**config.mk**
```make
export PLATFORM = sky130hd
export DESIGN_NAME = tmr_slave_ctl
export DESIGN_NICKNAME = d
export VERILOG_FILES = /design/src/rtl/tmr_pkg.sv /design/src/rtl/tmr_regs.sv /design/src/rtl/tmr_trig_sel.sv /design/src/rtl/tmr_counter.sv /design/src/rtl/tmr_slave_ctl.sv
export SDC_FILE = /design/constraint.sdc
export NUM_CORES = 1
export LEC_CHECK = 0
export ABC_AREA = 1
export BUFFER_PORTS_ARGS = -buffer_cell sky130_fd_sc_hd__buf_2
export CAP_MARGIN = 20
export CORE_ASPECT_RATIO = 0.8
export CORE_MARGIN = 5
export CORE_UTILIZATION = 35
export DETAILED_ROUTE_END_ITERATION = 10
export PLACE_DENSITY_LB_ADDON = 0.12
export REMOVE_ABC_BUFFERS = 1
export SETUP_SLACK_MARGIN = 0.1
export SYNTH_ARGS = -nofsm -noshare
export SYNTH_HDL_FRONTEND = slang
export SYNTH_SLANG_ARGS = --single-unit
```
**constraint.sdc**
```tcl
create_clock -name clk_i -period 4.5 [get_ports clk_i]
set_input_delay 0.9 -clock clk_i [delete_from_list [all_inputs] [get_ports clk_i]]
set_output_delay 0.9 -clock clk_i [all_outputs]
set_load 0.02 [all_outputs]
```
**src/rtl/tmr_pkg.sv**
```systemverilog
package tmr_pkg;
  localparam int REG_W      = 19;
  localparam int ADDR_W     = 2;
  localparam int SEL_W      = 5;
  localparam int MODE_W     = 4;

  localparam logic [ADDR_W-1:0] ADDR_CTRL = 2'd0;
  localparam logic [ADDR_W-1:0] ADDR_SCFG = 2'd1;
  localparam logic [ADDR_W-1:0] ADDR_ARR  = 2'd2;

  localparam int BIT_CEN     = 0;
  localparam int BIT_MSYNC   = 7;
  localparam int BIT_MODE_HI = 16;
  localparam int SEL_HI_LSB  = 17;
  localparam int SEL_LO_LSB  = 4;

  typedef enum logic [MODE_W-1:0] {
    SM_OFF    = 4'd0,
    SM_RESET  = 4'd4,
    SM_GATED  = 4'd5,
    SM_START  = 4'd6,
    SM_EXTCLK = 4'd7
  } slave_mode_e;

  typedef struct packed {
    logic [MODE_W-1:0] mode;
    logic [SEL_W-1:0]  sel;
    logic              msync;
  } slave_cfg_t;
endpackage

```
**src/rtl/tmr_regs.sv**
```systemverilog
module tmr_regs
  import tmr_pkg::*;
#(
  parameter int          CNT_W   = 16,
  parameter logic [CNT_W-1:0] ARR_RST = '1
) (
  input  logic              clk_i,
  input  logic              rst_ni,
  input  logic              we_i,
  input  logic [ADDR_W-1:0] addr_i,
  input  logic [REG_W-1:0]  wdata_i,
  input  logic              cen_set_i,
  input  logic              upd_i,
  output logic              cen_o,
  output slave_cfg_t        cfg_o,
  output logic [CNT_W-1:0]  arr_o
);
  logic [CNT_W-1:0] arr_pre_q, arr_act_q;
  logic             cen_q;
  slave_cfg_t       cfg_q;
  slave_cfg_t       cfg_d;

  always_comb begin
    cfg_d.mode  = {wdata_i[BIT_MODE_HI], wdata_i[2:0]};
    cfg_d.sel   = {wdata_i[SEL_HI_LSB+1:SEL_HI_LSB], wdata_i[SEL_LO_LSB+2:SEL_LO_LSB]};
    cfg_d.msync = wdata_i[BIT_MSYNC];
  end

  // trigger start wins over a concurrent software clear
  always_ff @(posedge clk_i or negedge rst_ni) begin
    if (!rst_ni) begin
      cen_q <= 1'b0;
    end else if (we_i && addr_i == ADDR_CTRL) begin
      cen_q <= wdata_i[BIT_CEN] | cen_set_i;
    end else begin
      cen_q <= cen_q | cen_set_i;
    end
  end

  always_ff @(posedge clk_i or negedge rst_ni) begin
    if (!rst_ni) begin
      cfg_q <= '0;
    end else if (we_i && addr_i == ADDR_SCFG) begin
      cfg_q <= cfg_d;
    end
  end

  always_ff @(posedge clk_i or negedge rst_ni) begin
    if (!rst_ni) begin
      arr_pre_q <= ARR_RST;
    end else if (we_i && addr_i == ADDR_ARR) begin
      arr_pre_q <= wdata_i[CNT_W-1:0];
    end
  end

  always_ff @(posedge clk_i or negedge rst_ni) begin
    if (!rst_ni) begin
      arr_act_q <= ARR_RST;
    end else if (upd_i) begin
      arr_act_q <= arr_pre_q;
    end
  end

  assign cen_o = cen_q;
  assign cfg_o = cfg_q;
  assign arr_o = arr_act_q;

  AST_SHADOW_HOLD: assert property (@(posedge clk_i) disable iff (!rst_ni)
    !upd_i |=> $stable(arr_o)) else $error("shadow reload changed without update");

  AST_START_STICKY: assert property (@(posedge clk_i) disable iff (!rst_ni)
    cen_set_i |=> cen_o) else $error("start event did not set enable");
endmodule

```
**src/rtl/tmr_trig_sel.sv**
```systemverilog
module tmr_trig_sel
  import tmr_pkg::*;
#(
  parameter int N_ITR = 4
) (
  input  logic             clk_i,
  input  logic             rst_ni,
  input  logic [N_ITR-1:0] itrig_i,
  input  logic             ch1_i,
  input  logic             ch1_filt_i,
  input  logic             ch2_filt_i,
  input  logic [SEL_W-1:0] sel_i,
  input  logic             msync_i,
  output logic             lvl_o,
  output logic             evt_o,
  output logic             rise_o
);
  localparam int N_SRC = N_ITR + 3;

  logic             ch1_q;
  logic             ch1_edge;
  logic [N_SRC-1:0] src;
  logic             trgi, trgi_q;
  logic             rise, rise_q;

  assign ch1_edge = ch1_i ^ ch1_q;
  assign src      = {ch2_filt_i, ch1_filt_i, ch1_edge, itrig_i};

  always_comb begin
    trgi = 1'b0;
    for (int i = 0; i < N_SRC; i++) begin
      if (sel_i == SEL_W'(i)) trgi = src[i];
    end
  end

  assign rise = trgi & ~trgi_q;

  always_ff @(posedge clk_i or negedge rst_ni) begin
    if (!rst_ni) begin
      ch1_q  <= 1'b0;
      trgi_q <= 1'b0;
      rise_q <= 1'b0;
    end else begin
      ch1_q  <= ch1_i;
      trgi_q <= trgi;
      rise_q <= rise;
    end
  end

  assign lvl_o  = msync_i ? trgi_q : trgi;
  assign evt_o  = msync_i ? rise_q : rise;
  assign rise_o = rise;

  AST_RISE_SINGLE: assert property (@(posedge clk_i) disable iff (!rst_ni)
    rise_o |=> !rise_o) else $error("edge held two cycles");

  AST_MSYNC_DELAY: assert property (@(posedge clk_i) disable iff (!rst_ni)
    (msync_i && evt_o) |-> $past(rise_o)) else $error("delayed event without prior edge");

  AST_SEL_NONE: assert property (@(posedge clk_i) disable iff (!rst_ni)
    (sel_i >= SEL_W'(N_SRC) && !msync_i) |-> !evt_o) else $error("event from unused select");
endmodule

```
**src/rtl/tmr_counter.sv**
```systemverilog
module tmr_counter
  import tmr_pkg::*;
#(
  parameter int CNT_W = 16
) (
  input  logic              clk_i,
  input  logic              rst_ni,
  input  logic [MODE_W-1:0] mode_i,
  input  logic              cen_i,
  input  logic              lvl_i,
  input  logic              evt_i,
  input  logic              rise_i,
  input  logic [CNT_W-1:0]  arr_i,
  output logic [CNT_W-1:0]  cnt_o,
  output logic              upd_o,
  output logic              upd_now_o,
  output logic              cen_set_o,
  output logic              trg_o
);
  logic [CNT_W-1:0] cnt_q;
  logic             upd_q, trg_q;
  logic             tick, clr, wrap;

  always_comb begin
    tick      = 1'b0;
    clr       = 1'b0;
    cen_set_o = 1'b0;
    case (mode_i)
      SM_RESET: begin
        tick = cen_i;
        clr  = evt_i;
      end
      SM_GATED:  tick = cen_i & lvl_i;
      SM_START: begin
        tick      = cen_i;
        cen_set_o = evt_i;
      end
      SM_EXTCLK: tick = cen_i & evt_i;
      default:   tick = cen_i;
    endcase
  end

  assign wrap      = tick && (cnt_q == arr_i);
  assign upd_now_o = clr | wrap;

  always_ff @(posedge clk_i or negedge rst_ni) begin
    if (!rst_ni) begin
      cnt_q <= '0;
    end else if (clr || wrap) begin
      cnt_q <= '0;
    end else if (tick) begin
      cnt_q <= cnt_q + 1'b1;
    end
  end

  // trigger out follows the undelayed edge so listeners line up with a delayed self
  always_ff @(posedge clk_i or negedge rst_ni) begin
    if (!rst_ni) begin
      upd_q <= 1'b0;
      trg_q <= 1'b0;
    end else begin
      upd_q <= upd_now_o;
      trg_q <= rise_i && (mode_i == SM_RESET || mode_i == SM_START);
    end
  end

  assign cnt_o = cnt_q;
  assign upd_o = upd_q;
  assign trg_o = trg_q;

  AST_NO_OVERFLOW: assert property (@(posedge clk_i) disable iff (!rst_ni)
    cnt_o <= arr_i) else $error("count above reload");

  AST_STEP_ONE: assert property (@(posedge clk_i) disable iff (!rst_ni)
    (cnt_o != $past(cnt_o)) |-> (cnt_o == $past(cnt_o) + 1'b1 || cnt_o == '0))
    else $error("count jumped");

  AST_UPD_ZERO: assert property (@(posedge clk_i) disable iff (!rst_ni)
    upd_o |-> cnt_o == '0) else $error("update without zero count");

  AST_GATE_HOLD: assert property (@(posedge clk_i) disable iff (!rst_ni)
    (mode_i == SM_GATED && !lvl_i) |=> $stable(cnt_o)) else $error("gated count moved");

  AST_EXT_HOLD: assert property (@(posedge clk_i) disable iff (!rst_ni)
    (mode_i == SM_EXTCLK && !evt_i) |=> $stable(cnt_o)) else $error("ext clock count moved");

  AST_TRIG_PULSE: assert property (@(posedge clk_i) disable iff (!rst_ni)
    trg_o |=> !trg_o) else $error("trigger out longer than one cycle");
endmodule

```
**src/rtl/tmr_slave_ctl.sv**
```systemverilog
module tmr_slave_ctl
  import tmr_pkg::*;
#(
  parameter int               CNT_W   = 16,
  parameter int               N_ITR   = 4,
  parameter logic [CNT_W-1:0] ARR_RST = '1
) (
  input  logic              clk_i,
  input  logic              rst_ni,
  input  logic              reg_we_i,
  input  logic [ADDR_W-1:0] reg_addr_i,
  input  logic [REG_W-1:0]  reg_wdata_i,
  input  logic [N_ITR-1:0]  itrig_i,
  input  logic              ch1_i,
  input  logic              ch1_filt_i,
  input  logic              ch2_filt_i,
  output logic [CNT_W-1:0]  count_o,
  output logic              update_o,
  output logic              trig_o
);
  slave_cfg_t       cfg;
  logic             cen, cen_set, upd_now;
  logic             lvl, evt, rise;
  logic [CNT_W-1:0] arr;

  tmr_regs #(.CNT_W(CNT_W), .ARR_RST(ARR_RST)) u_regs (
    .clk_i     (clk_i),
    .rst_ni    (rst_ni),
    .we_i      (reg_we_i),
    .addr_i    (reg_addr_i),
    .wdata_i   (reg_wdata_i),
    .cen_set_i (cen_set),
    .upd_i     (upd_now),
    .cen_o     (cen),
    .cfg_o     (cfg),
    .arr_o     (arr)
  );

  tmr_trig_sel #(.N_ITR(N_ITR)) u_trig (
    .clk_i      (clk_i),
    .rst_ni     (rst_ni),
    .itrig_i    (itrig_i),
    .ch1_i      (ch1_i),
    .ch1_filt_i (ch1_filt_i),
    .ch2_filt_i (ch2_filt_i),
    .sel_i      (cfg.sel),
    .msync_i    (cfg.msync),
    .lvl_o      (lvl),
    .evt_o      (evt),
    .rise_o     (rise)
  );

  tmr_counter #(.CNT_W(CNT_W)) u_cnt (
    .clk_i     (clk_i),
    .rst_ni    (rst_ni),
    .mode_i    (cfg.mode),
    .cen_i     (cen),
    .lvl_i     (lvl),
    .evt_i     (evt),
    .rise_i    (rise),
    .arr_i     (arr),
    .cnt_o     (count_o),
    .upd_o     (update_o),
    .upd_now_o (upd_now),
    .cen_set_o (cen_set),
    .trg_o     (trig_o)
  );

  AST_RESET_IDLE: assert property (@(posedge clk_i) disable iff (!rst_ni)
    $rose(rst_ni) |-> (count_o == '0 && !update_o && !trig_o)) else $error("not idle after reset");
endmodule

```
==> flow_metrics.py <==
metrics = {
    "timing": {
        "drv_slew": 0,
        "setup_slack_ns": 2.11,
        "fin_skew_ns": 0.00379,
        "setup_viol": 0,
        "rsz0062_at_grt": "no",
        "setup_tns_ns": 0,
        "holdWs_ns": 0.455,
        "fin_crit_ns": 2.39,
        "worst_slew_pin_slew_ns": 1.05,
        "finalCritPeriodShare_pct": 53.1,
        "slew_headroom_pct": 30.3,
        "hold_viol": 0,
        "fmax_ghz": 0.418,
    },
    "synth": {
        "syn_area_per_cell_sq_um": 8.99,
        "yosys_warnings": 0,
        "async_reset_ff_share_pct": 100,
        "synth.distinct_cells": 33,
        "synth_flop_cell": "dfstp_2",
        "synth.cell_area_sq_um": 3410,
        "yosys_register_bits": 64,
        "synth_edf_count": 0,
        "synth_top_area_share_pct": 24.7,
        "seq_area_frac_synth_pct": 48.2,
        "yosys-top-cells-area": "dfstp_2 (25%), dfrtp_1 (24%), nand2_1 (9.5%)",
        "yosys.area.top_type": "dfstp_2",
        "syn_inst": 379,
    },
    "detailed_routing": {
        "viasPerCell": 4.63,
        "drc": 0,
        "num_vias": 2533,
        "postRouteWirelength_microns": 7240,
        "antenna_left": 0,
        "first_pass_iters": 4,
        "avgRoutedWirePerCell_microns": 13.2,
        "drt-initial-drc-count": 99,
    },
    "place": {
        "io_buffers": 48,
        "gp_congestion": 0.750,
        "dpl_cell_area_sq_um": 3690,
        "dp_hpwl_microns": 5280,
        "dp_slack_ns": 1.75,
    },
    "clocking": {
        "clock_path_buffers": 2,
        "root_buffer": "clkbuf_16",
        "cts_tree": "yes",
        "clock_latency_ns": 0.33,
        "postCtsSetupBuffers": 0,
        "h-tree-depth": 3,
        "cts-hold-fix-buffers": 0,
        "cts_buffers": 9,
        "path_clk_slew_ns": 0.06,
        "cts_resized": 0,
        "clock_sinks": 64,
    },
    "die": {
        "dieArea_sq_um": 11800,
        "dieHeight_microns": 98.2,
        "start_util_pct": 35.6,
        "die_w_microns": 120,
        "core_sq_um": 9570,
        "row_count": 32,
        "io_pins": 49,
    },
    "worst_setup_path": {
        "r2r_start": "u_regs.cfg_o[1]",
        "cp-end-kind": "flip-flop",
        "max_stage_delay_ns": 0.42,
        "arrival_ns": 2.65,
        "r2r-end": "u_cnt.cnt_o[2]",
        "cp.required_ns": 4.76,
        "cp-start-kind": "input pin",
        "criticalPathCategory": "input pin to flip-flop",
        "critPathMaxFanout": 34,
        "ff2ff_setup_slack_ns": 2.30,
        "path_delay_family": "simple AND/OR/NAND/NOR gates",
        "path_buf_inv": 2,
        "crit_path_top_delay_cell": "nand2_4",
        "r2r_cells": 11,
        "crit_chain": "buf_2, inv_1, nand2_1, nand2_1, nand2_1, nand2_1, a21oi_2, nand4_1, nand2_2, nand2_2, nand2_4, nand3_1, nand2_1",
        "worst_path_most_repeated_cell": "nand2_1",
    },
    "final_layout": {
        "area_growth_pct": 17.0,
        "postLayoutCellArea_sq_um": 3990,
        "antennaDiodeCount": 0,
        "nets": 455,
        "drive_gt1_share_pct": 33.4,
    },
    "hold_path": {
        "hp-start": "u_trig.trgi_q",
        "min_path_type": "flip-flop to flip-flop",
        "whs_path_depth": 1,
        "min_to": "u_trig.rise_q",
    },
    "power": {
        "ir_drop_v": 0.000283,
        "internal_power_mw": 1.39,
        "leakage_nw": 2.03,
        "switching_power_mw": 0.635,
        "pwr-share-comb_pct": 21.9,
        "p_seq_share_pct": 44.1,
        "p_sw_share_pct": 31.4,
        "power_density_nw_per_um2": 507,
        "clkPwrFrac_pct": 34.0,
    },
    "grt": {
        "grt.busiest_layer": "met2",
        "grt_max_degree": 35,
        "grt_util_met1_pct": 18.4,
        "antenna_found_initial": 0,
        "use_met3_pct": 4.81,
        "grt_util_all_layers_pct": 13.5,
        "grt_pass1_wl_microns": 12500,
        "grt_overflow": 0,
        "met2_usage_pct": 19.6,
        "grt_pass1_vias": 2559,
    },
    "run_status": {
        "run_status": "finished, final reports clean",
    },
    "job": {
        "maxCapViolCount": 0,
    },
}
## logic make-up after synthesis
logic type	share of synthesized area (%)
compound gates	3.60
xor+xnor	6.94
fa+ha+maj	0.367
buf+inv	8.04
flops	48.2
mux	3.97
simple gates	28.9
## power by group through the flow
stage	clock [mW]	combinational [mW]	sequential (mW)
finish	0.687	0.443	0.891
CTS	0.711	0.451	0.894
global placement	0	0.438	0.901
global route	0.738	0.507	0.913
detailed placement	0	0.450	0.902
floorplan	0	0.314	0.893
## final cells by class
cell class              count  area, sq um
clock buffers              10          229
clock inverters             6         68.8
fillers                  1013         5580
inverters                  42          158
multi-input cells         257         1490
flip-flops and latches     64         1640
well taps                 119          149
repair buffers             49          248
## through the flow
step	util, %	total power, mW	instances
finish	41.6	2.02	547
global route	41.6	2.16	547
CTS	41.6	2.06	547
detailed placement	38.5	1.35	531
global placement	38.5	1.34	531
floorplan	-	1.21	363
## routing by layer
layer	part of all wire, %	vias to the layer above
met1	49	1179
met5	0	-
met4	1.7	0
met3	5.2	10
li1	-	1302
met2	44	42
## worst max-delay path by stage
stage,endpoint,from,cells after the start,slack [ns]
floorplan,u_cnt.cnt_o[2],ch1_i,12,2.26
global placement,u_cnt.cnt_o[3],ch1_i,13,1.82
detailed placement,u_cnt.cnt_o[3],ch1_i,13,1.75
CTS,u_cnt.cnt_o[3],ch1_i,13,2.10
global route,u_cnt.cnt_o[3],ch1_i,13,1.87
finish,u_cnt.cnt_o[2],ch1_i,13,2.11
## Yosys cell counts (3+ instances only)
| cell | n |
|---|---|
| buf_6 | 3 |
| nand2_4 | 4 |
| buf_4 | 3 |
| buf_2 | 3 |
| xnor2_1 | 4 |
| clkbuf_1 | 4 |
| mux2_2 | 12 |
| dfrtp_1 | 32 |
| nand4_1 | 4 |
| xor2_1 | 23 |
| nor3_1 | 9 |
| nand2_1 | 86 |
| inv_1 | 41 |
| nand3_1 | 48 |
| nor2_1 | 14 |
| dfstp_2 | 32 |
| nand2_2 | 12 |
| a21oi_2 | 3 |
| o21ai_0 | 14 |
| nand3_2 | 11 |
## worst reg2reg max path: stages, from the launching register on
cell and delay, ns:
dfrtp_1 0.41, inv_2 0.11, nor2_2 0.03, nor2_1 0.08, nand2_1 0.09, a21oi_2 0.12, nand4_1 0.11, nand2_2 0.12
nand2_2 0.40, nand2_4 0.44, nand3_1 0.11, nand2_1 0.11
## sequential cells by signal (all words and copies together), names as in the netlist
register and count:
u_cnt.cnt_o 16, u_regs.arr_pre_q 16, u_cnt.trg_o 1, u_cnt.upd_o 1, u_regs.cfg_o 10, u_trig.rise_q 1, u_trig.trgi_q 1, u_regs.arr_o 16
u_regs.cen_o 1, u_trig.ch1_q 1
## layout by cell type, fill, tap and decap left out, types with 12 or more instances in the layout
master	count
mux2_2	12
inv_1	41
dfrtp_1	32
nand2_2	12
dfstp_2	32
buf_2	48
xor2_1	23
nor2_1	14
nand2_1	86
o21ai_0	14
nand3_1	48
No activity file was read; power rests on OpenSTA's default activity.
